--- src/rtl/cpu_inj_hdr_pkg.sv ---
`timescale 1ns/1ps
package cpu_inj_hdr_pkg;
  localparam int PFX_BYTES = 4;
  localparam int HDR_BYTES = 16;
  localparam int INS_BYTES = PFX_BYTES + HDR_BYTES;
  localparam int CNT_W     = $clog2(INS_BYTES);
  localparam logic [8*PFX_BYTES-1:0] SHORT_PFX = 32'h8880_000A;

  typedef enum logic [1:0] {ST_IDLE, ST_INSERT, ST_BODY} phase_t;

  typedef struct packed {
    logic load;   // capture sideband and build the insert image
    logic shift;  // one inserted byte was taken downstream
    logic pass;   // frame body flows through
    logic ins;    // an inserted byte is on the output
  } ctrlStrb_t;
endpackage

--- src/rtl/cpu_inj_hdr_ctrl.sv ---
`timescale 1ns/1ps
module cpu_inj_hdr_ctrl
  import cpu_inj_hdr_pkg::*;
(
  input  logic      clk,
  input  logic      rstN,
  input  logic      sValid,
  input  logic      sLast,
  input  logic      mReady,
  output ctrlStrb_t strb
);
  phase_t            phase;
  logic [CNT_W-1:0]  insCnt;

  always_comb begin
    strb.load  = (phase == ST_IDLE) && sValid;
    strb.ins   = (phase == ST_INSERT);
    strb.shift = (phase == ST_INSERT) && mReady;
    strb.pass  = (phase == ST_BODY);
  end

  always_ff @(posedge clk) begin
    if (!rstN) begin
      phase  <= ST_IDLE;
      insCnt <= '0;
    end else begin
      unique case (phase)
        ST_IDLE: if (sValid) begin
          phase  <= ST_INSERT;
          insCnt <= '0;
        end
        ST_INSERT: if (mReady) begin
          if (insCnt == CNT_W'(INS_BYTES - 1)) phase <= ST_BODY;
          else                                  insCnt <= insCnt + 1'b1;
        end
        ST_BODY: if (sValid && mReady && sLast) phase <= ST_IDLE;
        default: phase <= ST_IDLE;
      endcase
    end
  end
endmodule

--- src/rtl/cpu_inj_hdr_dp.sv ---
`timescale 1ns/1ps
module cpu_inj_hdr_dp
  import cpu_inj_hdr_pkg::*;
#(
  parameter int          TS_ID_W      = 6,
  parameter int          REW_W        = 9,
  parameter logic [8:0]  TWO_STEP_CMD = 9'd3
) (
  input  logic               clk,
  input  logic               rstN,
  input  ctrlStrb_t          strb,
  input  logic [127:0]       tmplHdr,
  input  logic [REW_W-1:0]   ptpCmd,
  input  logic [2:0]         qos,
  input  logic               tsReq,
  input  logic [TS_ID_W-1:0] tsId,
  input  logic [7:0]         sData,
  input  logic               sValid,
  input  logic               sLast,
  input  logic               mReady,
  output logic [7:0]         mData,
  output logic               mValid,
  output logic               mLast,
  output logic               sReady
);
  localparam int MRG_W = (TS_ID_W + 3 > REW_W) ? TS_ID_W + 3 : REW_W;
  localparam int IMG_W = 8 * INS_BYTES;

  logic [MRG_W-1:0] merged;
  logic [REW_W-1:0] rewOp;
  logic [127:0]     hdrImg;
  logic [IMG_W-1:0] insImg;

  always_comb begin
    merged = MRG_W'(ptpCmd) | (MRG_W'(tsId) << 3);
    rewOp  = (ptpCmd == REW_W'(TWO_STEP_CMD)) ? merged[REW_W-1:0] : ptpCmd;
    hdrImg = tmplHdr;
    hdrImg[19:17] = qos;
    if (tsReq) hdrImg[125:117] = rewOp[8:0];
  end

  always_ff @(posedge clk) begin
    if (!rstN)           insImg <= '0;
    else if (strb.load)  insImg <= {SHORT_PFX, hdrImg};
    else if (strb.shift) insImg <= insImg << 8;
  end

  always_comb begin
    mData  = strb.pass ? sData  : insImg[IMG_W-1 -: 8];
    mValid = strb.pass ? sValid : strb.ins;
    mLast  = strb.pass && sLast;
    sReady = strb.pass && mReady;
  end
endmodule

--- src/rtl/cpu_inj_hdr_tx.sv ---
`timescale 1ns/1ps
module cpu_inj_hdr_tx
  import cpu_inj_hdr_pkg::*;
#(
  parameter int          TS_ID_W      = 6,
  parameter logic [8:0]  TWO_STEP_CMD = 9'd3
) (
  input  logic               clk,
  input  logic               rstN,
  input  logic [127:0]       tmplHdr,
  input  logic [8:0]         ptpCmd,
  input  logic [2:0]         qos,
  input  logic               tsReq,
  input  logic [TS_ID_W-1:0] tsId,
  input  logic [7:0]         sData,
  input  logic               sValid,
  input  logic               sLast,
  output logic               sReady,
  output logic [7:0]         mData,
  output logic               mValid,
  output logic               mLast,
  input  logic               mReady
);
  ctrlStrb_t strb;

  cpu_inj_hdr_ctrl u_ctrl (
    .clk(clk), .rstN(rstN), .sValid(sValid), .sLast(sLast),
    .mReady(mReady), .strb(strb)
  );

  cpu_inj_hdr_dp #(.TS_ID_W(TS_ID_W), .REW_W(9), .TWO_STEP_CMD(TWO_STEP_CMD)) u_dp (
    .clk(clk), .rstN(rstN), .strb(strb), .tmplHdr(tmplHdr), .ptpCmd(ptpCmd),
    .qos(qos), .tsReq(tsReq), .tsId(tsId), .sData(sData), .sValid(sValid),
    .sLast(sLast), .mReady(mReady), .mData(mData), .mValid(mValid),
    .mLast(mLast), .sReady(sReady)
  );
endmodule

--- config.mk ---
export PLATFORM = sky130hd
export DESIGN_NAME = cpu_inj_hdr_tx
export DESIGN_NICKNAME = d
export VERILOG_FILES = /design/src/rtl/cpu_inj_hdr_pkg.sv /design/src/rtl/cpu_inj_hdr_ctrl.sv /design/src/rtl/cpu_inj_hdr_dp.sv /design/src/rtl/cpu_inj_hdr_tx.sv
export SDC_FILE = /design/constraint.sdc
export NUM_CORES = 1
export LEC_CHECK = 0
export ABC_AREA = 1
export BUFFER_PORTS_ARGS = -buffer_cell sky130_fd_sc_hd__buf_2
export CORE_MARGIN = 4
export CORE_UTILIZATION = 48
export CTS_BUF_LIST = sky130_fd_sc_hd__clkbuf_16
export DETAILED_ROUTE_END_ITERATION = 10
export HOLD_SLACK_MARGIN = 0.12
export PLACE_DENSITY_LB_ADDON = 0.1
export SLEW_MARGIN = 20
export SYNTH_ARGS = -nofsm -noshare
export SYNTH_HDL_FRONTEND = slang
export SYNTH_SLANG_ARGS = --single-unit
--- constraint.sdc ---
create_clock -name clk -period 1.4 [get_ports clk]
set_clock_uncertainty 0.1 [all_clocks]
set_input_delay 0.28 -clock clk [delete_from_list [all_inputs] [get_ports clk]]
set_output_delay 0.28 -clock clk [all_outputs]
set_load 0.01 [all_outputs]
# Word level (Yosys, flattened, before mapping)
# Index checks and enable logic that the tools add are counted.
# totals
register_bits,167
in_bits,160
out_inout_bits,11
word_cells,43
# classes
add_sub_neg,1
eq_ne,9
mux,15
n_bitwise,2
n_reduce_logical,12
# ops
op,n
160-bit 2-to-1 mux,2
9-bit 2-to-1 mux,2
5-bit 2-to-1 mux,3
"2-bit inequality test, second input constant",5
5-bit case mux with 2 select lines,1
"9-bit by 2-bit equality test with 1-bit output, second input constant",1
9-bit bitwise OR,1
2-bit 2-to-1 mux,4
8-bit 2-to-1 mux,1
4-bit AND reduction,2
1-bit logical AND,6
2-bit case mux with 3 select lines,1
"5-bit by 1-bit adder with 5-bit output, second input constant",1
"5-bit equality test, second input constant",1
2-bit nonzero test,2
"2-bit by 1-bit equality test with 1-bit output, second input constant",1
"2-bit equality test, second input constant",1
2-bit logical NOT,1
2-bit OR reduction,1
1-bit 2-to-1 mux,1
1-bit NOT,1

# Depth between registers and ports, before layout
# logic_depth
depth_word,4
depth_mapped,10
mapped_depth_nobuf,10

# Cells and area by module
# Synthesis repeated with hierarchy kept, for this count alone.
# unflattened
hier_cells,1193
area_unflattened_um2,7724.9
# by_module_without_submodules
module,instances,cells_each,area_per_inst_um2,seq_area_each_um2
cpu_inj_hdr_dp,1,1115,7250.7,3203.1
cpu_inj_hdr_ctrl,1,78,474.2,140.1

# Least setup slack after synthesis
# No wires, ideal clock.
# synth_path
path_kind,register -> output
start,reg u_ctrl.phase[1]
end,out mData[5]
arrival_ps,1132
required_time_ps,1020
slack_ps,-112
path_stages_with_launch,6
n_path_buf,1
cell_sequence,dfxtp_1 -> inv_1 -> nor2_1 -> clkbuf_1 -> nand2_1 -> o21ai_0
# synth_between
elab_chain_len,2
# synth_rtl
element,line,rtl
start: declaration,cpu_inj_hdr_ctrl.sv:12,phase_t phase;
start signal: assignment,cpu_inj_hdr_ctrl.sv:24,phase <= ST_IDLE;
start signal: assignment,cpu_inj_hdr_ctrl.sv:29,phase <= ST_INSERT;
start signal: assignment,cpu_inj_hdr_ctrl.sv:33,if (insCnt == CNT_W'(INS_BYTES - 1)) phase <= ST_BODY;
2-bit equality test,cpu_inj_hdr_ctrl.sv:19,strb.pass = (phase == ST_BODY);
8-bit 2-to-1 mux,cpu_inj_hdr_dp.sv:49,mData = strb.pass ? sData : insImg[IMG_W-1 -: 8];
end: declaration,cpu_inj_hdr_tx.sv:19,"output logic [7:0] mData,"
# Every way passes these cells.

# Worst setup path in the final report
# layout_path
start,reg u_ctrl.phase[1]
end,reg u_dp.insImg[86]
# layout_between
elab_chain_len,3
elab_cells_between_ends,6
cone_classes,1 x eq/ne; 1 x mux; 4 x reduce/logical
# layout_rtl
element,line,rtl
2-bit by 1-bit equality test with 1-bit output / 2-bit logical NOT (equally long branches),"cpu_inj_hdr_ctrl.sv:18, cpu_inj_hdr_ctrl.sv:16",
1-bit logical AND (on tied branches),"cpu_inj_hdr_ctrl.sv:18, cpu_inj_hdr_ctrl.sv:16",
2-bit nonzero test (no line) / 160-bit 2-to-1 mux (equally long branches),n/a,
end signal: assignment,cpu_inj_hdr_dp.sv:44,"else if (strb.load) insImg <= {SHORT_PFX, hdrImg};"
end signal: assignment,cpu_inj_hdr_dp.sv:45,else if (strb.shift) insImg <= insImg << 8;
end: declaration,cpu_inj_hdr_dp.sv:32,logic [IMG_W-1:0] insImg;
# Several ways; a longest one is shown, not always the timed one.
# A chain may end at the register's enable or synchronous reset.

==> results.cfg <==
[status]
status = finished, violations left
violations = negative setup slack

[sta]
maxSlewHeadroom_pct = 69.70
finalHoldViolations = 0
fmax_mhz = 535.0
min_period_ns = 1.869
finalWorstSetupSlack_ns = -0.4692
min_period_over_period_pct = 133.5
tns_ns = -51.42
tightest_slew_ns = 0.4546
drv_slew = 0
rsz0062_at_grt = yes
finalSetupViolations = 177

[yosys]
synth.distinct_cells = 25
syn_area_per_cell_um2 = 7.114
synth_seq_cells = 167
yosys_warnings = 0
synth_top_area_share_pct = 48.40
syn_nets = 1132
yosysTopAreaCell = dfxtp_1
ys_seq_area_share_pct = 48.40
syn_inst = 971
yosys-top-cells-area = dfxtp_1 48%, nand2_1 25%, a31oi_1 10%
syn_area_mm2 = 0.006908

[pwr]
ir_drop_mv = 1.018
pwr_density_cell_mw_per_mm2 = 1006
p_leak_nw = 6.006

[floorplanning]
initial_utilization_pct = 49.38
die_h_um = 128.0
io_pins = 171
dieWidth_um = 128.0
die-area_mm2 = 0.01638
core_mm2 = 0.01399
std_cell_rows = 43

[final_layout]
final-seq-area_mm2 = 0.003348
area_growth_pct = 91.40
final-instance-count-excl-fill = 1526
multi_input_area_mm2 = 0.004692
fin_nets = 1491
stdcell_area_mm2 = 0.01322
drive_gt1_share_pct = 46.76
num-fill-cells = 390

[job]
max_cap_viol_count = 0

[routing]
viasPerCell = 6.429
totalWireLength_um = 40880
ant_nets = 0
drtPass1Iterations = 7
via_count = 9811
wl_per_cell_um = 26.79
route.detailed.drc = 0
first_iter_violations = 1476

[hold_path]
hold_class = in2reg
min_from = tmplHdr[120]
hold_path_depth = 5
hold_end = u_dp.insImg[120]$_SDFFE_PN0P_

[global_route]
grt_overflow = 0
grt_max_degree = 27
groute.usage.overall_pct = 29.11
grt_pass1_wl_um = 38340
grt_pass1_vias = 7925
antenna_found_initial = 1

[cts]
cts_tree = yes
htreeDepth = 4
numCtsBuffers = 17
cts_buffer_depth = 2
numClockSinks = 167
cts_root_buf = clkbuf_16
clk-insertion-delay-late_ns = 0.46
clk_pin_slew_ns = 0.07

[placed_design]
gp_congestion = 0.8016
port_buffers = 167
pre_cts_slack_ns = -0.1519
dp_cells = 1296
hpwlAfterDp_um = 12400
placed_area_mm2 = 0.008248

[critical_path]
critPathKind = reg2reg
critPathRequiredTime_ns = 1.65
cp_data_arrival_time_ns = 2.12
critPathLaunchType = register
reg2reg_from = u_ctrl.phase[1]$_SDFFE_PN0P_
r2r-end = u_dp.insImg[86]$_SDFFE_PN0P_
r2r_slack_ns = -0.47
worstSetupEndpointType = register
path_max_fanout = 7
r2r_cells = 10
==> cell usage after synthesis, drive strengths merged <==
cell	n
nand3	10
clkbuf	21
nor2	35
o21ai	24
a21oi	52
a31oi	112
o221a	1
inv	35
ha	1
or2	1
xor2	2
buf	45
dfxtp	167
nand2	461
nand4	1
o31ai	1
clkinv	2
==> layout make-up <==
type | instances | share of cell area, %
antenna | 3 | 0.05678
timing repair buffer | 405 | 31.77
inverter | 37 | 1.457
sequential | 167 | 25.32
tap | 180 | 1.703
clock buffer | 17 | 3.218
multi-input combinational | 701 | 35.49
timing repair inverter | 1 | 0.1230
clock inverter | 15 | 0.8612
==> power breakdown <==
group          leakage (nW)  switching [W]  internal [W]
sequential             1.37       0.000359       0.00503
combinational          4.38        0.00162       0.00161
clock                 0.261        0.00227       0.00242
==> timing repair <==
item	in CTS	in global routing
gates cloned	19	25
endpoints found under the setup margin	166	177
hold buffers	120	0
endpoints found under the hold margin	121	0
pin swaps	7	129
gates resized for setup	82	463
buffers inserted	22	21
==> cell usage in the layout (no fill, tap or decap), drive strengths merged <==
master	instances
a21oi	52
o21ai	24
ha	1
xor2	2
dlygate4sd3	120
clkinvlp	4
or2	1
nand4	1
bufinv	1
nor2	35
a31oi	112
clkbuf	35
bufbuf	2
dfxtp	167
diode	3
nand2	461
buf	265
o31ai	1
inv	37
nand3	10
clkinv	11
o221a	1
==> registers in the layout, summed over array words and instances (netlist names) <==
name,cells
u_dp.insImg,160
u_ctrl.insCnt,5
u_ctrl.phase,2
==> how the worst max path moves through the flow <==
| stage | start | to | slack (ns) | depth (start not counted) |
|---|---|---|---|---|
| 6_report | u_ctrl.phase[1]$_SDFFE_PN0P_ | u_dp.insImg[86]$_SDFFE_PN0P_ | -0.47 | 10 |
| 2_1_floorplan | u_ctrl.phase[0]$_SDFFE_PN0P_ | u_dp.insImg[143]$_SDFFE_PP0P_ | -0.02 | 9 |
| 5_1_grt | u_ctrl.phase[1]$_SDFFE_PN0P_ | mData[1] | -0.49 | 6 |
| 4_1_cts | u_ctrl.phase[1]$_SDFFE_PN0P_ | mData[1] | -0.33 | 6 |
| 3_5_place_dp | u_ctrl.phase[1]$_SDFFE_PN0P_ | u_dp.insImg[136]$_SDFFE_PP0P_ | -0.15 | 7 |
| 3_3_place_gp | u_ctrl.phase[1]$_SDFFE_PN0P_ | u_dp.insImg[139]$_SDFFE_PP0P_ | -0.09 | 7 |
==> cell families after synthesis <==
group                      after synthesis  share of synthesized area, %
xor gates and xnor gates                 2                        0.2536
and+or+nand+nor                        508                         28.07
DFF                                    167                         48.40
AOI/OAI and AO/OA                      190                         15.92
adders and majority gates                1                        0.1811
buffers and inverters                  103                         7.172
==> critical path, cell delays in order, from the launching register on <==
cell and delay (ns):
dfxtp_2 0.36, buf_6 0.12, nor2_4 0.04, buf_6 0.12, nand2_8 0.12, nand2_8 0.09, inv_12 0.11, buf_16 0.13
buf_12 0.14, nand2_1 0.15, a31oi_1 0.29
==> routing by layer <==
metal | share of wire [%] | GRT usage, %
met4 | 11 | 11.67
met5 | 0 | 0
met2 | 46 | 50.71
met1 | 33 | 35.20
met3 | 10 | 5.792
==> metrics by stage <==
step / hold slack [ns] / util, % / total power [W]
floorplan: 0.3239 / - / 0.006026
finish: 0.1531 / 94.52 / 0.01331
global route: 0.1595 / 94.50 / 0.01347
global placement: 0.3293 / 58.96 / 0.006648
detailed placement: 0.3348 / 58.96 / 0.006657
CTS: 0.1313 / 78.30 / 0.01170
Note: power is estimated with default switching activity, not from simulation.
